[src/rtl/uart_tx_pkg.sv]
package uart_tx_pkg;

    parameter int unsigned TICKS_PER_BIT = 16;
    parameter int unsigned DATA_BITS     = 8;

    localparam int unsigned TICK_CW = $clog2(TICKS_PER_BIT);
    localparam int unsigned IDX_W   = $clog2(DATA_BITS);

    typedef logic [TICK_CW-1:0]   tick_cnt_t;
    typedef logic [IDX_W-1:0]     bit_idx_t;
    typedef logic [DATA_BITS-1:0] payload_t;

    typedef enum logic [1:0] {
        PH_IDLE  = 2'd0,
        PH_START = 2'd1,
        PH_DATA  = 2'd2,
        PH_STOP  = 2'd3
    } tx_phase_e;

    typedef struct packed {
        logic load;
        logic shift;
        logic qual_clear;
    } tx_ctrl_t;

    function automatic logic phase_level(tx_phase_e ph, logic lsb);
        case (ph)
            PH_START: return 1'b0;
            PH_DATA:  return lsb;
            default:  return 1'b1;
        endcase
    endfunction

endpackage

[src/rtl/utx_tick_counter.sv]
module utx_tick_counter
    import uart_tx_pkg::*;
#(
    parameter int unsigned TICKS = TICKS_PER_BIT
) (
    input  logic      clk,
    input  logic      rst,
    input  logic      tick,
    input  logic      clear,
    output tick_cnt_t cnt,
    output logic      window_end
);
    localparam tick_cnt_t LAST = tick_cnt_t'(TICKS - 1);

    always_ff @(posedge clk or posedge rst) begin
        if (rst) begin
            cnt <= '0;
        end else if (tick) begin
            if (clear || cnt == LAST) cnt <= '0;
            else                      cnt <= cnt + tick_cnt_t'(1);
        end
    end

    assign window_end = tick && !clear && (cnt == LAST);

    assert_tick_hold_R8: assert property (@(posedge clk) disable iff (rst)
        !tick |=> $stable(cnt));

    assert_clear_restarts_R3: assert property (@(posedge clk) disable iff (rst)
        (tick && clear) |=> (cnt == '0));

endmodule

[src/rtl/utx_bit_index.sv]
module utx_bit_index
    import uart_tx_pkg::*;
#(
    parameter int unsigned NBITS = DATA_BITS
) (
    input  logic     clk,
    input  logic     rst,
    input  logic     clear,
    input  logic     step,
    output bit_idx_t idx,
    output logic     on_last
);
    localparam bit_idx_t TOP = bit_idx_t'(NBITS - 1);

    always_ff @(posedge clk or posedge rst) begin
        if (rst) begin
            idx <= '0;
        end else if (clear) begin
            idx <= '0;
        end else if (step) begin
            if (idx == TOP) idx <= '0;
            else            idx <= idx + bit_idx_t'(1);
        end
    end

    assign on_last = (idx == TOP);

    assert_idx_moves_by_one_R5: assert property (@(posedge clk) disable iff (rst)
        (step && !clear && idx != TOP) |=> (idx == $past(idx) + bit_idx_t'(1)));

endmodule

[src/rtl/utx_shifter.sv]
module utx_shifter
    import uart_tx_pkg::*;
(
    input  logic     clk,
    input  logic     rst,
    input  logic     load,
    input  logic     shift,
    input  payload_t din,
    output logic     lsb
);
    payload_t sr;

    always_ff @(posedge clk or posedge rst) begin
        if (rst) begin
            sr <= '1;
        end else if (load) begin
            sr <= din;
        end else if (shift) begin
            sr <= {1'b1, sr[DATA_BITS-1:1]};
        end
    end

    assign lsb = sr[0];

    assert_capture_only_on_load_R7: assert property (@(posedge clk) disable iff (rst)
        (!load && !shift) |=> $stable(sr));

endmodule

[src/rtl/utx_fsm.sv]
module utx_fsm
    import uart_tx_pkg::*;
(
    input  logic      clk,
    input  logic      rst,
    input  logic      tick,
    input  logic      valid,
    input  logic      window_end,
    input  logic      last_bit,
    output tx_phase_e phase,
    output tx_ctrl_t  ctrl
);
    tx_phase_e nxt;

    always_comb begin
        nxt = phase;
        case (phase)
            PH_IDLE:  if (window_end)             nxt = PH_START;
            PH_START: if (window_end)             nxt = PH_DATA;
            PH_DATA:  if (window_end && last_bit) nxt = PH_STOP;
            PH_STOP:  if (window_end)             nxt = PH_IDLE;
            default:                              nxt = PH_IDLE;
        endcase
    end

    always_comb begin
        ctrl.qual_clear = (phase == PH_IDLE) && !valid;
        ctrl.load       = (phase == PH_IDLE) && window_end;
        ctrl.shift      = (phase == PH_DATA) && window_end;
    end

    always_ff @(posedge clk or posedge rst) begin
        if (rst) phase <= PH_IDLE;
        else     phase <= nxt;
    end

    assert_idle_exit_needs_valid_R2: assert property (@(posedge clk) disable iff (rst)
        (phase == PH_START && $past(phase) == PH_IDLE) |-> ($past(valid) && $past(tick)));

    assert_idle_goes_to_start_R2: assert property (@(posedge clk) disable iff (rst)
        (phase == PH_IDLE) |=> (phase == PH_IDLE || phase == PH_START));

    assert_phase_needs_tick_R8: assert property (@(posedge clk) disable iff (rst)
        !tick |=> $stable(phase));

endmodule

[src/rtl/uart_serial_tx.sv]
module uart_serial_tx
    import uart_tx_pkg::*;
(
    input  logic       clk,
    input  logic       rst,
    input  logic       sample_tick,
    input  logic       tx_valid,
    input  logic [7:0] tx_byte,
    output logic       tx_line
);
    tick_cnt_t tcnt;
    logic      win_end;
    bit_idx_t  bidx;
    logic      last_bit;
    logic      lsb;
    tx_phase_e phase;
    tx_ctrl_t  ctrl;

    utx_tick_counter #(.TICKS(TICKS_PER_BIT)) u_ticks (
        .clk        (clk),
        .rst        (rst),
        .tick       (sample_tick),
        .clear      (ctrl.qual_clear),
        .cnt        (tcnt),
        .window_end (win_end)
    );

    utx_bit_index #(.NBITS(DATA_BITS)) u_index (
        .clk     (clk),
        .rst     (rst),
        .clear   (ctrl.load),
        .step    (ctrl.shift),
        .idx     (bidx),
        .on_last (last_bit)
    );

    utx_shifter u_shift (
        .clk   (clk),
        .rst   (rst),
        .load  (ctrl.load),
        .shift (ctrl.shift),
        .din   (payload_t'(tx_byte)),
        .lsb   (lsb)
    );

    utx_fsm u_fsm (
        .clk        (clk),
        .rst        (rst),
        .tick       (sample_tick),
        .valid      (tx_valid),
        .window_end (win_end),
        .last_bit   (last_bit),
        .phase      (phase),
        .ctrl       (ctrl)
    );

    assign tx_line = phase_level(phase, lsb);

    assert_eight_bits_R5: assert property (@(posedge clk) disable iff (rst)
        (phase == PH_STOP && $past(phase) == PH_DATA) |-> ($past(bidx) == bit_idx_t'(DATA_BITS - 1)));

    assert_stop_full_window_R6: assert property (@(posedge clk) disable iff (rst)
        (phase == PH_IDLE && $past(phase) == PH_STOP) |-> ($past(tcnt) == tick_cnt_t'(TICKS_PER_BIT - 1)));

    assert_start_full_window_R4: assert property (@(posedge clk) disable iff (rst)
        (phase == PH_DATA && $past(phase) == PH_START) |-> ($past(tcnt) == tick_cnt_t'(TICKS_PER_BIT - 1) && bidx == '0));

endmodule

[config.mk]
export PLATFORM = sky130hd
export DESIGN_NAME = uart_serial_tx
export DESIGN_NICKNAME = d
export VERILOG_FILES = /design/src/rtl/uart_tx_pkg.sv /design/src/rtl/utx_tick_counter.sv /design/src/rtl/utx_bit_index.sv /design/src/rtl/utx_shifter.sv /design/src/rtl/utx_fsm.sv /design/src/rtl/uart_serial_tx.sv
export SDC_FILE = /design/constraint.sdc
export NUM_CORES = 1
export LEC_CHECK = 0
export CORE_ASPECT_RATIO = 1.1
export CORE_MARGIN = 10
export CORE_UTILIZATION = 47
export DETAILED_ROUTE_END_ITERATION = 10
export PLACE_DENSITY = 0.73
export SETUP_SLACK_MARGIN = 0.4
export SLEW_MARGIN = 15
export SYNTH_ARGS = -nofsm -noshare
export SYNTH_HDL_FRONTEND = slang
export SYNTH_HIERARCHICAL = 1
export SYNTH_SLANG_ARGS = --single-unit
export TNS_END_PERCENT = 50
[constraint.sdc]
create_clock -name clk -period 1.9 [get_ports clk]
set_input_delay 0.57 -clock clk [delete_from_list [all_inputs] [get_ports clk]]
set_output_delay 0.57 -clock clk [all_outputs]
set_load 0.01 [all_outputs]
==> flow_summary.toml, run 1 <==
[clocking]
hold_buffers = 0
cts.clk_slew.worst_paths_ns = 0.09
cts_tree = "built"
cts_root_buffer = "clkbuf_4"
clock_latency_ns = 0.29
h-tree-depth = 1
cts_buffers = 3
cts.sinks = 17
clock_path_buffers = 2

[pwr]
ir_drop_v = 0.0004464
cellPowerDensity_nw_per_um2 = 759.9
leakage_nw = 0.5251
p_total_w = 0.0009308

[outcome]
outcome = "complete, no violations"

[hold_path]
hp-class = "in2async"

[place]
place.port_buffers = 12
routabilityCongestion = 0.6918
dp_hpwl_um = 1416
dp_slack_ns = -0.2334

[global_route]
grt-ovfl-total = 0
grt_pass1_vias = 804
grt_use_total_pct = 10.10
grt_max_degree = 13
grt_antenna_before_repair = 0
grt_pass1_wl_um = 3443

[sta]
slew_violations = 0
rsz0062_at_grt = "yes"
hold_viol_final = 0
min_period_over_period_pct = 90.65
final.setup.tns_ns = 0
max_slew_margin_pct = 80.63
finClkSkew_ns = 0.003645
fmax_mhz = 580.6
period_minus_slack_ns = 1.722
worst_pin_slew_ns = 0.2903
finalSetupViolCount = 0
setup_ws_ns = 0.1776

[final_layout]
drive_gt1_share_pct = 28.21
final_util_pct = 62.60
n_antenna_cell = 0
fin_nets = 137
area_delta_synth_final_pct = 28.98

[worst_setup_path]
worstPathCellList = "nor2_1 -> mux2i_1 -> buf_2"
cp-end-kind = "output port"
crit_path_max_incr_delay_ns = 0.54
cp_top_family = "flip-flops"
r2r-start = "u_fsm/phase[1]"
worstPathMaxFanout = 2
startpoint_type = "flip-flop"
critical_path_buf_inv_count = 1
r2r_end = "u_index/idx[0]"
crit_slowest_cell = "dfstp_2"
cp.arrival_ns = 1.15
critical_path_class = "reg2out"
required_ns = 1.33
regToRegSetupSlack_ns = 0.20
reg2reg_depth = 8

[routing]
wl_per_cell_um = 12.67
vias_per_cell = 4.979
routed_wl_um = 1837
drt_iter0_drc = 7
first_pass_iters = 4
route.detailed.drc = 0
ant_nets = 0
vias = 722

[logic_synthesis]
synth_common_cells = "mux2i_1, dfrtp_1, nand2_1"
synth_area_leader_cell = "dfrtp_1"
synth_cell_type_count = 24
avgSynthCellArea_um2 = 10.32
synthFlopType = "dfrtp_1"
synth.top_cell.area_share_pct = 23.72
synthCells = 92
synthArstFlopShare_pct = 100.0
yosys_warnings = 6
ys_ff_latch = 17
syn_area_um2 = 949.7
post-synth-top-count-cell = "mux2i_1"
synthTopCellsByArea = "dfrtp_1, dfstp_2, mux2i_1"
synth_nets = 111
synth_edf_count = 0
ys_seq_area_share_pct = 45.85

[die]
rows = 17
initial_core_util_pct = 48.53
die_area_um2 = 4221
ios = 13
core_um2 = 1957
dieWidth_um = 62.86
dieHeight_um = 67.15

[job]
cap_violations = 0
## where the power goes
part	leakage (nW)	internal (W)	switching, W
registers	0.205	0.000406	0.0000354
logic	0.305	0.000174	0.000124
clock network	0.0150	0.0000817	0.000110
## per-stage QoR
step,hold WS (ns),std cells,cell area [um^2]
global route,0.5567,145,1225
detailed placement,0.5249,136,1169
global placement,0.5095,136,1169
CTS,0.5122,145,1225
finish,0.5242,145,1225
floorplan,0.3112,92,978.4
## logic make-up (layout without fill, tap and decap cells)
logic type / after synthesis / count (layout) / share of synthesized area, %
AOI/OAI and AO/OA: 17 / 17 / 10.41
adders and majority gates: 7 / 7 / 9.222
buffers and inverters: 10 / 35 / 5.534
DFF: 17 / 17 / 45.85
muxes: 12 / 12 / 13.31
and+or+nand+nor: 29 / 29 / 15.68
## registers in the layout, summed over array words and instances (netlist names)
register and cells:
u_ticks/cnt 4, u_shift/sr 8, u_fsm/phase 2, u_index/idx 3
## timing repair
item	4_1_cts	5_1_grt
pin swaps	2	0
buffers inserted	5	0
gates resized for setup	6	0
setup endpoints to repair	15	16
## layout by cell type (no fill, tap or decap), drive strengths merged, types with 4 or more instances in the layout
| cell type | synthesis | layout |
|---|---|---|
| buf | 2 | 12 |
| clkbuf | 0 | 4 |
| clkdlybuf4s50 | 0 | 9 |
| dfrtp | 9 | 9 |
| dfstp | 8 | 8 |
| ha | 7 | 7 |
| inv | 8 | 8 |
| mux2i | 10 | 10 |
| nand2 | 9 | 9 |
| nand2b | 4 | 4 |
| nand3 | 4 | 4 |
| nor2 | 5 | 5 |
| o21ai | 12 | 12 |
## how the worst max path moves through the flow
stage | from | cells past startpoint | slack, ns | end
global route | u_fsm/phase[0] | 8 | 0.11 | u_index/idx[0]
finish | u_shift/sr[0] | 3 | 0.18 | tx_line
CTS | u_shift/sr[0] | 3 | 0.19 | tx_line
global placement | tx_valid | 7 | -0.18 | u_index/idx[0]
floorplan | u_fsm/phase[1] | 8 | 0.15 | u_index/idx[0]
detailed placement | tx_valid | 7 | -0.23 | u_index/idx[0]
## routing by layer
metal	share of wire, %	global-route usage, %
met2	54	19.29
met5	0	0
met1	42	10.08
met3	2.4	2.149
met4	2.2	5.866
## final cells by class
type                       instances  area [um^2]
fill                             181        732.0
multi-input combinational         65        490.5
sequential                        17        435.4
timing repair buffer              23        207.7
tap                               28        35.03
inverter                           8        30.03
clock buffer                       4        26.28
No activity file was read; power rests on OpenSTA's default activity.
==> run 2, diff against run 1 <==
--- a/config.mk
+++ b/config.mk
@@ -7,9 +7,9 @@
 export LEC_CHECK = 0
 export CORE_ASPECT_RATIO = 1.1
 export CORE_MARGIN = 10
-export CORE_UTILIZATION = 47
+export CORE_UTILIZATION = 52
 export DETAILED_ROUTE_END_ITERATION = 10
-export PLACE_DENSITY = 0.73
+export PLACE_DENSITY = 0.76
 export SETUP_SLACK_MARGIN = 0.4
 export SLEW_MARGIN = 15
 export SYNTH_ARGS = -nofsm -noshare
==> constraint.sdc (replaced) <==
create_clock -name clk -period 1.63 [get_ports clk]
set_input_delay 0.489 -clock clk [delete_from_list [all_inputs] [get_ports clk]]
set_output_delay 0.489 -clock clk [all_outputs]
set_load 0.01 [all_outputs]
==> flow_summary.toml, run 2 (synthesis results as in run 1) <==
[outcome]
outcome = "complete, but fails checks"
violations = "negative setup slack"

[clocking]
clock_path_buffers = 2
cts_root_buffer = "clkbuf_4"
cts.sinks = 17
cts_buffers = 3
hold_buffers = 0
cts_tree = "built"
cts.clk_slew.worst_paths_ns = 0.09
clock_latency_ns = 0.28
h-tree-depth = 1

[final_layout]
n_antenna_cell = 0
top_register = "u_shift/sr"
final_common_cell = "buf_4"
largestRegisters = "u_shift/sr (8), u_ticks/cnt (4), u_index/idx (3)"
drive_gt1_share_pct = 38.10
area_delta_synth_final_pct = 37.95
design_area_um2 = 1310
largest_reg_flops = 8
mostFrequentLayoutCells = "buf_4, mux2i_1, clkdlybuf4s50_1"
fin_nets = 146

[global_route]
grt_antenna_before_repair = 0
grt_pass1_vias = 817
grt-ovfl-total = 0
grt_use_total_pct = 10.88
grt_pass1_wl_um = 3367
grt_max_degree = 14

[worst_setup_path]
r2r-start = "u_fsm/phase[1]"
critical_path_class = "reg2reg"
worstPathMaxFanout = 4
required_ns = 1.85
cp-end-kind = "flip-flop"
worstPathCellList = "inv_2 -> ha_4 -> nor2b_4 -> nand2b_4 -> nor2_4 -> and2_4 -> or3b_4 -> a21oi_2"
crit_path_max_incr_delay_ns = 0.43
crit_slowest_cell = "dfrtp_1"
r2r_end = "u_index/idx[0]"
cp.arrival_ns = 2.01
startpoint_type = "flip-flop"
regToRegSetupSlack_ns = -0.16
reg2reg_depth = 8

[job]
cap_violations = 0

[sta]
period_minus_slack_ns = 1.789
setup_ws_ns = -0.1595
max_slew_margin_pct = 77.73
hold_viol_final = 0
slew_violations = 0
worst_pin_slew_ns = 0.3337
rsz0062_at_grt = "yes"
fmax_mhz = 558.8
finClkSkew_ns = 0.002025
min_period_over_period_pct = 109.8
finalSetupViolCount = 13

[routing]
vias_per_cell = 5.292
route.met2.wl_um = 1119
first_pass_iters = 4
ant_nets = 0
drt_iter0_drc = 23
wl_per_cell_um = 14.90
wl_met3_um = 80
routed_wl_um = 2145
routed.top_layer = "met4"
route.detailed.drc = 0
met1_length_um = 912
vias = 762

[place]
place_area_um2 = 1186
dp_hpwl_um = 1528
dp_slack_ns = -0.4276
place.port_buffers = 12
routabilityCongestion = 0.7595

[pwr]
cellPowerDensity_nw_per_um2 = 902.3
leakage_nw = 0.5854
ir_drop_v = 0.0007794

[die]
dieWidth_um = 60.75
die_area_um2 = 3937
core_um2 = 1762
initial_core_util_pct = 53.91
dieHeight_um = 64.82
ios = 13
rows = 16

[hold_path]
hp-class = "in2async"
-- run 2: cell types whose count changed in the layout (fill, tap and decap cells not counted), moves of 2 or more --
cell and change:
buf_4 +8, dlygate4sd2_1 -2, o21ai_0 -2, inv_2 +2, inv_1 -2
-- run 2: how the worst max path moves through the flow --
stage	from	to
2_1_floorplan	u_fsm/phase[1]	u_index/idx[0]
4_1_cts	u_fsm/phase[1]	u_index/idx[0]
3_3_place_gp	tx_valid	u_index/idx[0]
6_report	u_fsm/phase[1]	u_index/idx[0]
3_5_place_dp	sample_tick	u_index/idx[0]
5_1_grt	u_fsm/phase[1]	u_index/idx[0]
-- run 2: routing by layer --
layer | GRT usage (%) | vias to the layer above
li1 | - | 384
met1 | 11.71 | 360
met2 | 18.75 | 14
met3 | 3.509 | 4
met4 | 4.396 | 0
met5 | 0 | -
-- run 2: worst max-delay path: cells and delay by family (launching register included) --
family	cells	cell delay (ns)
flip-flops	1	0.43
adder cells (fa/ha/maj)	1	0.16
AND/OR/NAND/NOR	5	0.96
AO/OA/AOI/OAI	1	0.11
buffers and inverters	1	0.08
-- run 2: power breakdown --
| group | internal (W) | switching, W | leakage [nW] | total [W] |
|---|---|---|---|---|
| Combinational | 0.000267 | 0.000175 | 0.365 | 0.000441 |
| Sequential | 0.000473 | 0.0000476 | 0.205 | 0.000521 |
| Clock | 0.0000950 | 0.000125 | 0.0150 | 0.000220 |
-- run 2: cell type report --
| class | count | area (um^2) |
|---|---|---|
| multi-input cells | 65 | 511.7 |
| clock buffers | 4 | 26.28 |
| flip-flops and latches | 17 | 435.4 |
| fillers | 121 | 451.7 |
| repair buffers | 32 | 284.0 |
| well taps | 18 | 22.52 |
| inverters | 8 | 30.03 |
-- run 2: through the flow --
| stage | hold WS (ns) | instances | util (%) | setup TNS [ns] | power, W |
|---|---|---|---|---|---|
| after floorplan | 0.2302 | 92 | - | -0.4145 | 0.0007279 |
| after global placement | 0.5060 | 130 | 67.33 | -4.243 | 0.0008467 |
| after detailed placement | 0.5249 | 130 | 67.33 | -4.932 | 0.0008653 |
| after CTS | 0.4520 | 141 | 72.51 | -0.4225 | 0.001155 |
| after global routing | 0.4893 | 144 | 74.36 | -2.064 | 0.001255 |
| final | 0.4712 | 144 | 74.36 | -1.049 | 0.001182 |
-- run 2: timing repair --
action | 4_1_cts | 5_1_grt
pin swaps | 3 | 4
resized for setup | 9 | 6
endpoints found under the setup margin | 18 | 18
setup buffers | 7 | 3
